## src/rtl/ldam_pkg.sv

```systemverilog
package ldam_pkg;

  typedef enum logic [1:0] {
    SZ_BYTE  = 2'b00,
    SZ_HALF  = 2'b01,
    SZ_WORD  = 2'b10,
    SZ_WORDX = 2'b11
  } ld_size_e;

  typedef enum logic [2:0] {
    ST_IDLE,
    ST_REQ_A,
    ST_WAIT_A,
    ST_REQ_B,
    ST_WAIT_B
  } ld_state_e;

endpackage

```

## src/rtl/ldam_decode.sv

```systemverilog
module ldam_decode
  import ldam_pkg::*;
#(
  parameter int ADDR_W = 32,
  parameter int LANES  = 4,
  localparam int OFF_W = $clog2(LANES),
  localparam int NB_W  = $clog2(LANES) + 1
) (
  input  logic [ADDR_W-1:0] addr,
  input  logic [1:0]        size,
  output logic [ADDR_W-1:0] word_addr,
  output logic [OFF_W-1:0]  lane_off,
  output logic [NB_W-1:0]   nbytes,
  output logic              crosses
);

  logic [NB_W:0] span;

  always_comb begin
    word_addr = {addr[ADDR_W-1:OFF_W], {OFF_W{1'b0}}};
    lane_off  = addr[OFF_W-1:0];
    case (ld_size_e'(size))
      SZ_BYTE: nbytes = NB_W'(1);
      SZ_HALF: nbytes = NB_W'(2);
      default: nbytes = NB_W'(LANES);
    endcase
    span    = {{(NB_W + 1 - OFF_W){1'b0}}, lane_off} + {1'b0, nbytes};
    crosses = span > (NB_W + 1)'(LANES);
  end

endmodule

```

## src/rtl/ldam_merge.sv

```systemverilog
module ldam_merge #(
  parameter int LANES  = 4,
  localparam int DATA_W = 8 * LANES,
  localparam int OFF_W  = $clog2(LANES),
  localparam int NB_W   = $clog2(LANES) + 1
) (
  input  logic [DATA_W-1:0] lo_word,
  input  logic [DATA_W-1:0] hi_word,
  input  logic [OFF_W-1:0]  lane_off,
  input  logic [NB_W-1:0]   nbytes,
  input  logic              sext,
  output logic [DATA_W-1:0] merged
);

  logic [2*DATA_W-1:0] joined;
  logic                top_bit;
  logic                fill;

  always_comb begin
    joined = {hi_word, lo_word} >> {lane_off, 3'b000};
    case (nbytes)
      NB_W'(1): top_bit = joined[7];
      NB_W'(2): top_bit = joined[15];
      default:  top_bit = 1'b0;
    endcase
    fill = sext & top_bit;
  end

  for (genvar k = 0; k < LANES; k++) begin : g_lane
    assign merged[8*k +: 8] = (NB_W'(k) < nbytes) ? joined[8*k +: 8] : {8{fill}};
  end

endmodule

```

## src/rtl/ldam_ctrl.sv

```systemverilog
module ldam_ctrl
  import ldam_pkg::*;
(
  input  logic clk,
  input  logic rst_n,
  input  logic ld_valid,
  input  logic crosses,
  input  logic rd_ready,
  input  logic rsp_valid,
  output logic ld_ready,
  output logic accept,
  output logic rd_valid,
  output logic second,
  output logic cap_first,
  output logic finish
);

  ld_state_e state_q, state_d;

  always_comb begin
    state_d = state_q;
    case (state_q)
      ST_IDLE:   if (ld_valid)  state_d = ST_REQ_A;
      ST_REQ_A:  if (rd_ready)  state_d = ST_WAIT_A;
      ST_WAIT_A: if (rsp_valid) state_d = crosses ? ST_REQ_B : ST_IDLE;
      ST_REQ_B:  if (rd_ready)  state_d = ST_WAIT_B;
      ST_WAIT_B: if (rsp_valid) state_d = ST_IDLE;
      default:                  state_d = ST_IDLE;
    endcase
  end

  always_ff @(posedge clk or negedge rst_n) begin
    if (!rst_n) state_q <= ST_IDLE;
    else        state_q <= state_d;
  end

  always_comb begin
    ld_ready  = (state_q == ST_IDLE);
    accept    = ld_ready & ld_valid;
    rd_valid  = (state_q == ST_REQ_A) | (state_q == ST_REQ_B);
    second    = (state_q == ST_REQ_B) | (state_q == ST_WAIT_B);
    cap_first = (state_q == ST_WAIT_A) & rsp_valid & crosses;
    finish    = rsp_valid & (((state_q == ST_WAIT_A) & ~crosses) | (state_q == ST_WAIT_B));
  end


  busy_block_chk: assert property (@(posedge clk) disable iff (!rst_n)
    (ld_valid && ld_ready) |=> !ld_ready);


  one_out_chk: assert property (@(posedge clk) disable iff (!rst_n)
    (rd_valid && rd_ready) |=> !rd_valid);

endmodule

```

## src/rtl/ld_align_merge.sv

```systemverilog
module ld_align_merge
  import ldam_pkg::*;
#(
  parameter int ADDR_W = 32,
  parameter int LANES  = 4,
  localparam int DATA_W = 8 * LANES,
  localparam int OFF_W  = $clog2(LANES),
  localparam int NB_W   = $clog2(LANES) + 1
) (
  input  logic              clk,
  input  logic              rst_n,
  input  logic              ld_valid,
  output logic              ld_ready,
  input  logic [ADDR_W-1:0] ld_addr,
  input  logic [1:0]        ld_size,
  input  logic              ld_signed,
  output logic              rd_valid,
  input  logic              rd_ready,
  output logic [ADDR_W-1:0] rd_addr,
  input  logic              rsp_valid,
  input  logic [DATA_W-1:0] rsp_data,
  output logic              ld_done,
  output logic [DATA_W-1:0] ld_result,
  output logic [1:0]        ld_beats
);

  logic              accept, second, cap_first, finish;
  logic [ADDR_W-1:0] addr_q;
  logic [1:0]        size_q;
  logic              sgn_q;
  logic [ADDR_W-1:0] word_a;
  logic [OFF_W-1:0]  lane_off;
  logic [NB_W-1:0]   nbytes;
  logic              crosses;
  logic [DATA_W-1:0] first_q;
  logic [DATA_W-1:0] lo_word, hi_word, merged;
  logic [DATA_W-1:0] result_q;
  logic              done_q;
  logic [1:0]        beats_q;

  ldam_ctrl u_ctrl (
    .clk       (clk),
    .rst_n     (rst_n),
    .ld_valid  (ld_valid),
    .crosses   (crosses),
    .rd_ready  (rd_ready),
    .rsp_valid (rsp_valid),
    .ld_ready  (ld_ready),
    .accept    (accept),
    .rd_valid  (rd_valid),
    .second    (second),
    .cap_first (cap_first),
    .finish    (finish)
  );

  ldam_decode #(.ADDR_W(ADDR_W), .LANES(LANES)) u_decode (
    .addr      (addr_q),
    .size      (size_q),
    .word_addr (word_a),
    .lane_off  (lane_off),
    .nbytes    (nbytes),
    .crosses   (crosses)
  );

  // request capture, enabled on acceptance
  always_ff @(posedge clk or negedge rst_n) begin
    if (!rst_n) begin
      addr_q <= '0;
      size_q <= '0;
      sgn_q  <= 1'b0;
    end else if (accept) begin
      addr_q <= ld_addr;
      size_q <= ld_size;
      sgn_q  <= ld_signed;
    end
  end

  // first word of a split access
  always_ff @(posedge clk or negedge rst_n) begin
    if (!rst_n)         first_q <= '0;
    else if (cap_first) first_q <= rsp_data;
  end

  always_comb begin
    rd_addr = second ? (word_a + ADDR_W'(LANES)) : word_a;
    lo_word = crosses ? first_q  : rsp_data;
    hi_word = crosses ? rsp_data : '0;
  end

  ldam_merge #(.LANES(LANES)) u_merge (
    .lo_word  (lo_word),
    .hi_word  (hi_word),
    .lane_off (lane_off),
    .nbytes   (nbytes),
    .sext     (sgn_q),
    .merged   (merged)
  );

  always_ff @(posedge clk or negedge rst_n) begin
    if (!rst_n) begin
      result_q <= '0;
      beats_q  <= 2'd0;
    end else if (finish) begin
      result_q <= merged;
      beats_q  <= crosses ? 2'd2 : 2'd1;
    end
  end

  always_ff @(posedge clk or negedge rst_n) begin
    if (!rst_n) done_q <= 1'b0;
    else        done_q <= finish;
  end

  assign ld_done   = done_q;
  assign ld_result = result_q;
  assign ld_beats  = beats_q;


  addr_align_chk: assert property (@(posedge clk) disable iff (!rst_n)
    rd_valid |-> (rd_addr[OFF_W-1:0] == '0));


  rd_hold_chk: assert property (@(posedge clk) disable iff (!rst_n)
    (rd_valid && !rd_ready) |=> (rd_valid && $stable(rd_addr)));


  done_pulse_chk: assert property (@(posedge clk) disable iff (!rst_n)
    ld_done |=> !ld_done);


  beats_range_chk: assert property (@(posedge clk) disable iff (!rst_n)
    ld_done |-> (ld_beats == 2'd1 || ld_beats == 2'd2));


  byte_single_chk: assert property (@(posedge clk) disable iff (!rst_n)
    (ld_done && size_q == 2'b00) |-> (ld_beats == 2'd1));

endmodule

```

## config.mk

```make
export PLATFORM = sky130hd
export DESIGN_NAME = ld_align_merge
export DESIGN_NICKNAME = d
export VERILOG_FILES = /design/src/rtl/ldam_pkg.sv /design/src/rtl/ldam_decode.sv /design/src/rtl/ldam_merge.sv /design/src/rtl/ldam_ctrl.sv /design/src/rtl/ld_align_merge.sv
export SDC_FILE = /design/constraint.sdc
export NUM_CORES = 1
export LEC_CHECK = 0
export ABC_AREA = 1
export CORE_MARGIN = 4
export CORE_UTILIZATION = 50
export DETAILED_ROUTE_END_ITERATION = 8
export PLACE_DENSITY = 0.78
export SETUP_SLACK_MARGIN = 0.1
export SYNTH_ARGS = -nofsm -noshare
export SYNTH_HDL_FRONTEND = slang
export SYNTH_HIERARCHICAL = 1
export SYNTH_SLANG_ARGS = --single-unit
```

## constraint.sdc

```tcl
create_clock -name clk -period 3.8 [get_ports clk]
set_clock_uncertainty 0.1 [all_clocks]
set_input_delay 0.95 -clock clk [delete_from_list [all_inputs] [get_ports clk]]
set_output_delay 0.95 -clock clk [all_outputs]
set_load 0.005 [all_outputs]
```

Word level (Yosys, flattened, before mapping)

Index checks and enable logic that the tools add are counted.

Bits of input ports: 72
Output and inout bits: 69
Word-level logic and storage cells: 58
Bits in latches: 0
Bits in writable memories: 0
Bits in read-only memories: 0
Memories kept: 0
Register bits after elaboration: 105

Multiplexer cells: 17
Shifts and indexed selects: 1
Divide/modulo/power cells: 0
Add/subtract/negate cells: 2
Magnitude comparators: 5
Reduce and logical (&&, ||, !) cells: 3
Multipliers: 0
Bitwise operators: 10
Equal/unequal tests: 12

Operator list:

| kind                    | count |
|---|---|
| $mux W32                | 3 |
| $shr A64 B5 Y32         | 1 |
| $add A32 B3 Y32 const B | 1 |
| $mux W8                 | 4 |
| $mux W3                 | 5 |
| $pmux W3 S5             | 1 |
| $ne A2 B2 Y1 const B    | 5 |
| $eq A3 B2 Y1 const B    | 3 |
| $and A1 B1 Y1           | 6 |
| $eq A3 B1 Y1 const B    | 2 |
| $lt A1 B3 Y1 const A    | 2 |
| $lt A2 B3 Y1 const A    | 2 |
| $pmux W3 S2             | 1 |
| $reduce_and A5 Y1       | 1 |
| $add A2 B3 Y4           | 1 |
| $gt A4 B3 Y1 const B    | 1 |
| $mux W2                 | 2 |
| $eq A3 B3 Y1 const B    | 1 |
| $logic_not A3 Y1        | 1 |
| $or A1 B1 Y1            | 3 |
| $eq A2 B1 Y1 const B    | 1 |
| $logic_not A2 Y1        | 1 |
| $pmux W1 S2             | 1 |
| $not A1 Y1              | 1 |

Logic depth before layout (Yosys ltp)

Depth in word-level cells: 9
Depth in mapped cells: 21
Mapped depth without buffers: 17

Modules after synthesis

Netlist, hierarchy kept.

By module, submodules not included:

| module         | cells each | seq. area each (um^2) | area an instance (um^2) | times used |
|---|---|---|---|---|
| ld_align_merge | 677        | 2552.4                | 5410.2                  | 1 |
| ldam_merge     | 236        | 0.0                   | 1169.9                  | 1 |
| ldam_decode    | 55         | 0.0                   | 369.1                   | 1 |
| ldam_ctrl      | 41         | 75.1                  | 250.2                   | 1 |

Least setup slack after synthesis

Ideal clock, no wire load.

Kind: flip-flop to flip-flop
Start: register size_q[1]
End: register result_q[20] (netlist: ld_result[20])
Arrival: 2.791 ns
Stages on the path, launching flop included: 22
Data required time: 3.634 ns
Setup time: 0.066 ns
Path slack: 0.843 ns
Cells stage by stage: dfrtp_1 nor2_1 ha_1 fa_1 inv_1 nand2_1 nand3_1 nand2_1 clkbuf_1 buf_2 buf_2 nand2_1 inv_1 nand2_1 nand3_1 nand3_1 nand2_2 nand2_4 buf_12 nand2_2 nand2_1 nand2_1

Cells in the longest elaborated chain, start to end: 9
Elaborated cells between the ends (all ways): 18
Those cells by class: add/sub (1); order compare (2); eq/ne (3); shift (1); mux (5); bitwise (5); reduce/logical (1)

RTL lines:

| element                                                 | line                  | RTL |
|---|---|---|
| start: declaration                                      | ld_align_merge.sv:29  | `logic [1:0] size_q;` |
| start signal: assignment                                | ld_align_merge.sv:73  | `size_q <= ld_size;` |
| $eq A2 B1 Y1 / $logic_not A2 Y1 (equally long branches) | ldam_decode.sv:22     | `case (ld_size_e'(size))` |
| $pmux W3 S2 *                                           | ldam_decode.sv:22     |  |
| via nbytes[0]                                           | ld_align_merge.sv:33  | `logic [NB_W-1:0] nbytes;` |
| $add A2 B3 Y4 *                                         | ldam_decode.sv:27     | `span = {{(NB_W + 1 - OFF_W){1'b0}}, lane_off} + {1'b0, nbytes};` |
| $gt A4 B3 Y1 *                                          | ldam_decode.sv:28     | `crosses = span > (NB_W + 1)'(LANES);` |
| via crosses                                             | ld_align_merge.sv:34  | `logic crosses;` |
| $mux W32 *                                              | ld_align_merge.sv:87  | `hi_word = crosses ? rsp_data : '0;` |
| via hi_word[7]                                          | ld_align_merge.sv:36  | `logic [DATA_W-1:0] lo_word, hi_word, merged;` |
| $shr A64 B5 Y32 *                                       | ldam_merge.sv:20      | `joined = {hi_word, lo_word} >> {lane_off, 3'b000};` |
| $pmux W1 S2 *                                           | ldam_merge.sv:21      | `case (nbytes)` |
| $and A1 B1 Y1 *                                         | ldam_merge.sv:26      | `fill = sext & top_bit;` |
| $mux W8 *                                               | ldam_merge.sv:30      | `assign merged[8*k +: 8] = (NB_W'(k) < nbytes) ? joined[8*k +: 8] : {8{fill}};` |
| via merged[20]                                          | ld_align_merge.sv:36  |  |
| end signal: assignment                                  | ld_align_merge.sv:104 | `result_q <= merged;` |
| end: declaration                                        | ld_align_merge.sv:37  | `logic [DATA_W-1:0] result_q;` |

Mark *: on every way through the listed nets, which the timed path passes. The rest lies on a longest branch.
A chain may end at the register's enable or synchronous reset.

Final worst setup path

Start: register u_ctrl.state_q[1]
End: output rd_addr[18]

Cells in the longest elaborated chain, start to end: 3
Elaborated cells between the ends (all ways): 4
Those cells by class: eq/ne (2); mux (1); bitwise (1)

RTL lines:

| element                                             | line                 | RTL |
|---|---|---|
| start: declaration                                  | ldam_ctrl.sv:18      | `ld_state_e state_q, state_d;` |
| start signal: assignment                            | ldam_ctrl.sv:34      | `else state_q <= state_d;` |
| $eq A3 B2 Y1 / $eq A3 B3 Y1 (equally long branches) | ldam_ctrl.sv:41      | `second = (state_q == ST_REQ_B) \| (state_q == ST_WAIT_B);` |
| $or A1 B1 Y1 *                                      | ldam_ctrl.sv:41      |  |
| via second                                          | ld_align_merge.sv:27 | `logic accept, second, cap_first, finish;` |
| $mux W32 *                                          | ld_align_merge.sv:85 | `rd_addr = second ? (word_a + ADDR_W'(LANES)) : word_a;` |
| end: declaration                                    | ld_align_merge.sv:19 | `output logic [ADDR_W-1:0] rd_addr,` |

Marked as above.

==> out/results.txt <==
Cell row count -> 43
DRC -> 0
Pre-antenna DRT Iters -> 5
TNS Setup -> 0 ns
Slew margin rel. -> 0.366
Total internal power -> 4.33 mW
Count of final setup violators -> 0
Clk root buf -> clkbuf_16
Switching power -> 3.91 mW
Period minus WS final -> 3.54 ns
Via count -> 6487
Hold-fix buffers, CTS -> 0
Layout cells sized above 1 -> 0.123
CP required -> 2.75 ns
Min-Delay Path Class -> reg2reg
Depth of the CTS H-tree -> 3
Maxcap violations -> 0
Vias in the first global route -> 6095
DR iter-0 viols -> 651
Clock Power Share -> 0.114
Final Core Density -> 0.625
Worst Max-Slew Pin Slew -> 0.949 ns
Final period util -> 0.932
CTS tree -> done
Dpl hpwl -> 13800 µm
Post-DR vias/cell -> 5.16
Post-synthesis cell count -> 993
Synth warnings -> 6
Initial antenna violation count -> 0
Mapped Avg Cell Area -> 7.19 µm²
Die area -> 0.0163 mm²
Share of power burned in registers -> 0.249
First-pass GRT wire length -> 29600 µm
Largest net degree at the start of global routing -> 65
Worst-path maximum fanout -> 6
Post-Place Cells -> 1238
Worst-Skew Late Latency -> 0.35 ns
Worst EP arrival -> 2.49 ns
Lkg Pwr -> 4.31 nW
Die W -> 127 µm
Initial core utilization -> 0.512
Final Hold Fails -> 0
Total wire length -> 18200 µm
Max Buffers Root-to-Sink -> 2
Final nets -> 1148
Post-route ant nets -> 0
Comb pwr share -> 0.638
Num ports -> 141
CORE AREA -> 0.0139 mm²
Antenna cells -> 0
Unrepaired setup endpoints after global routing -> false
Switching share of power -> 0.474
Setup crit end kind -> output port
Non-Filler Instances -> 1257
Fmax -> 282 MHz
Setup Crit Path Kind -> reg2out
# port buffers -> 138
CTS buffer count -> 9
Commonest non-fill, non-tap cell in the layout -> nand2_1
Area growth from synthesis to final layout -> 21.9%
Clock slew at reported path FFs -> 0.07 ns
Die span in y -> 127 µm
Average wire per standard cell -> 14.5 µm
Run status -> finished, final reports clean
Worst VDD drop -> 0.000553 V
CP startpoint kind -> register
Commonest non-fill, non-tap cells in the layout -> nand2_1, clkdlybuf4s50_1, inv_1, dfrtp_1
GRT Residual Overflow -> 0
Gr usage total -> 0.228
Synth Cell Area -> 0.00714 mm²
Placer Congestion -> 0.922
Final Slew Violations -> 0
CTS sink cnt -> 105
PwrDens -> 946 mW/mm²
metrics by stage:
stage / setup slack (ns) / total power [mW] / instance area (µm²) / hold slack, ns
floorplan: 0.866 / 5.79 / 7140 / 0.365
finish: 0.258 / 8.23 / 8700 / 0.372
global placement: 0.517 / 7.13 / 8360 / 0.357
global route: 0.0949 / 8.97 / 8700 / 0.395
detailed placement: 0.450 / 7.22 / 8360 / 0.359
CTS: 0.192 / 8.20 / 8670 / 0.377
worst paths after layout:
path,startpoint,endpoint,slack (ns),cells past startpoint
setup / recovery,u_ctrl/state_q[1],rd_addr[18],0.26,11
hold / removal,ld_result[16],ld_result[16],0.37,2
setup reg to reg,size_q[1],ld_result[18],0.58,16
hold reg to reg,ld_result[16],ld_result[16],0.37,2
max in group asynchronous,rst_n,addr_q[25],2.36,2
min in group asynchronous,rst_n,first_q[14],0.54,1
registers in the layout, summed over array words and instances (netlist names):
name            cells
addr_q             32
first_q            32
ld_beats            2
ld_done             1
ld_result          32
sgn_q               1
size_q              2
u_ctrl/state_q      3
worst max-delay path, cell delays in order, from the launching register on:
cell and delay, ns:
dfrtp_1 0.43, nor2_2 0.17, nand2_2 0.10, inv_1 0.09, or2_4 0.16, nand2_2 0.09
nor2_4 0.13, nand2_4 0.10, nor2_8 0.16, nand2_2 0.08, xnor2_2 0.13, clkdlybuf4s50_1 0.51
power groups by stage:
stage	combinational, mW	sequential, mW	clock, mW
finish	5.25	2.05	0.934
CTS	5.20	2.05	0.956
floorplan	3.92	1.87	0
detailed placement	5.16	2.06	0
global placement	5.09	2.04	0
global route	5.84	2.12	1.01
layout make-up:
class / instances / area, µm²
fillers: 1207 / 5230
multi-input cells: 691 / 3620
flip-flops and latches: 105 / 2630
repair buffers: 152 / 1510
inverters: 113 / 424
clock buffers: 12 / 246
well taps: 180 / 225
clock inverters: 4 / 52.6
layer usage:
layer | track usage | vias up | share of wire
met2 | 0.382 | 229 | 0.48
li1 | - | 3248 | -
met5 | 0 | - | 0
met4 | 0.0965 | 0 | 0.039
met3 | 0.0431 | 48 | 0.071
met1 | 0.287 | 2962 | 0.41
timing repair:
item | in CTS | in global routing
setup endpoints to repair | 7 | 14
buffers inserted | 0 | 3
pin swaps | 0 | 2
resized for setup | 1 | 5
No activity file was read; power rests on OpenSTA's default activity.
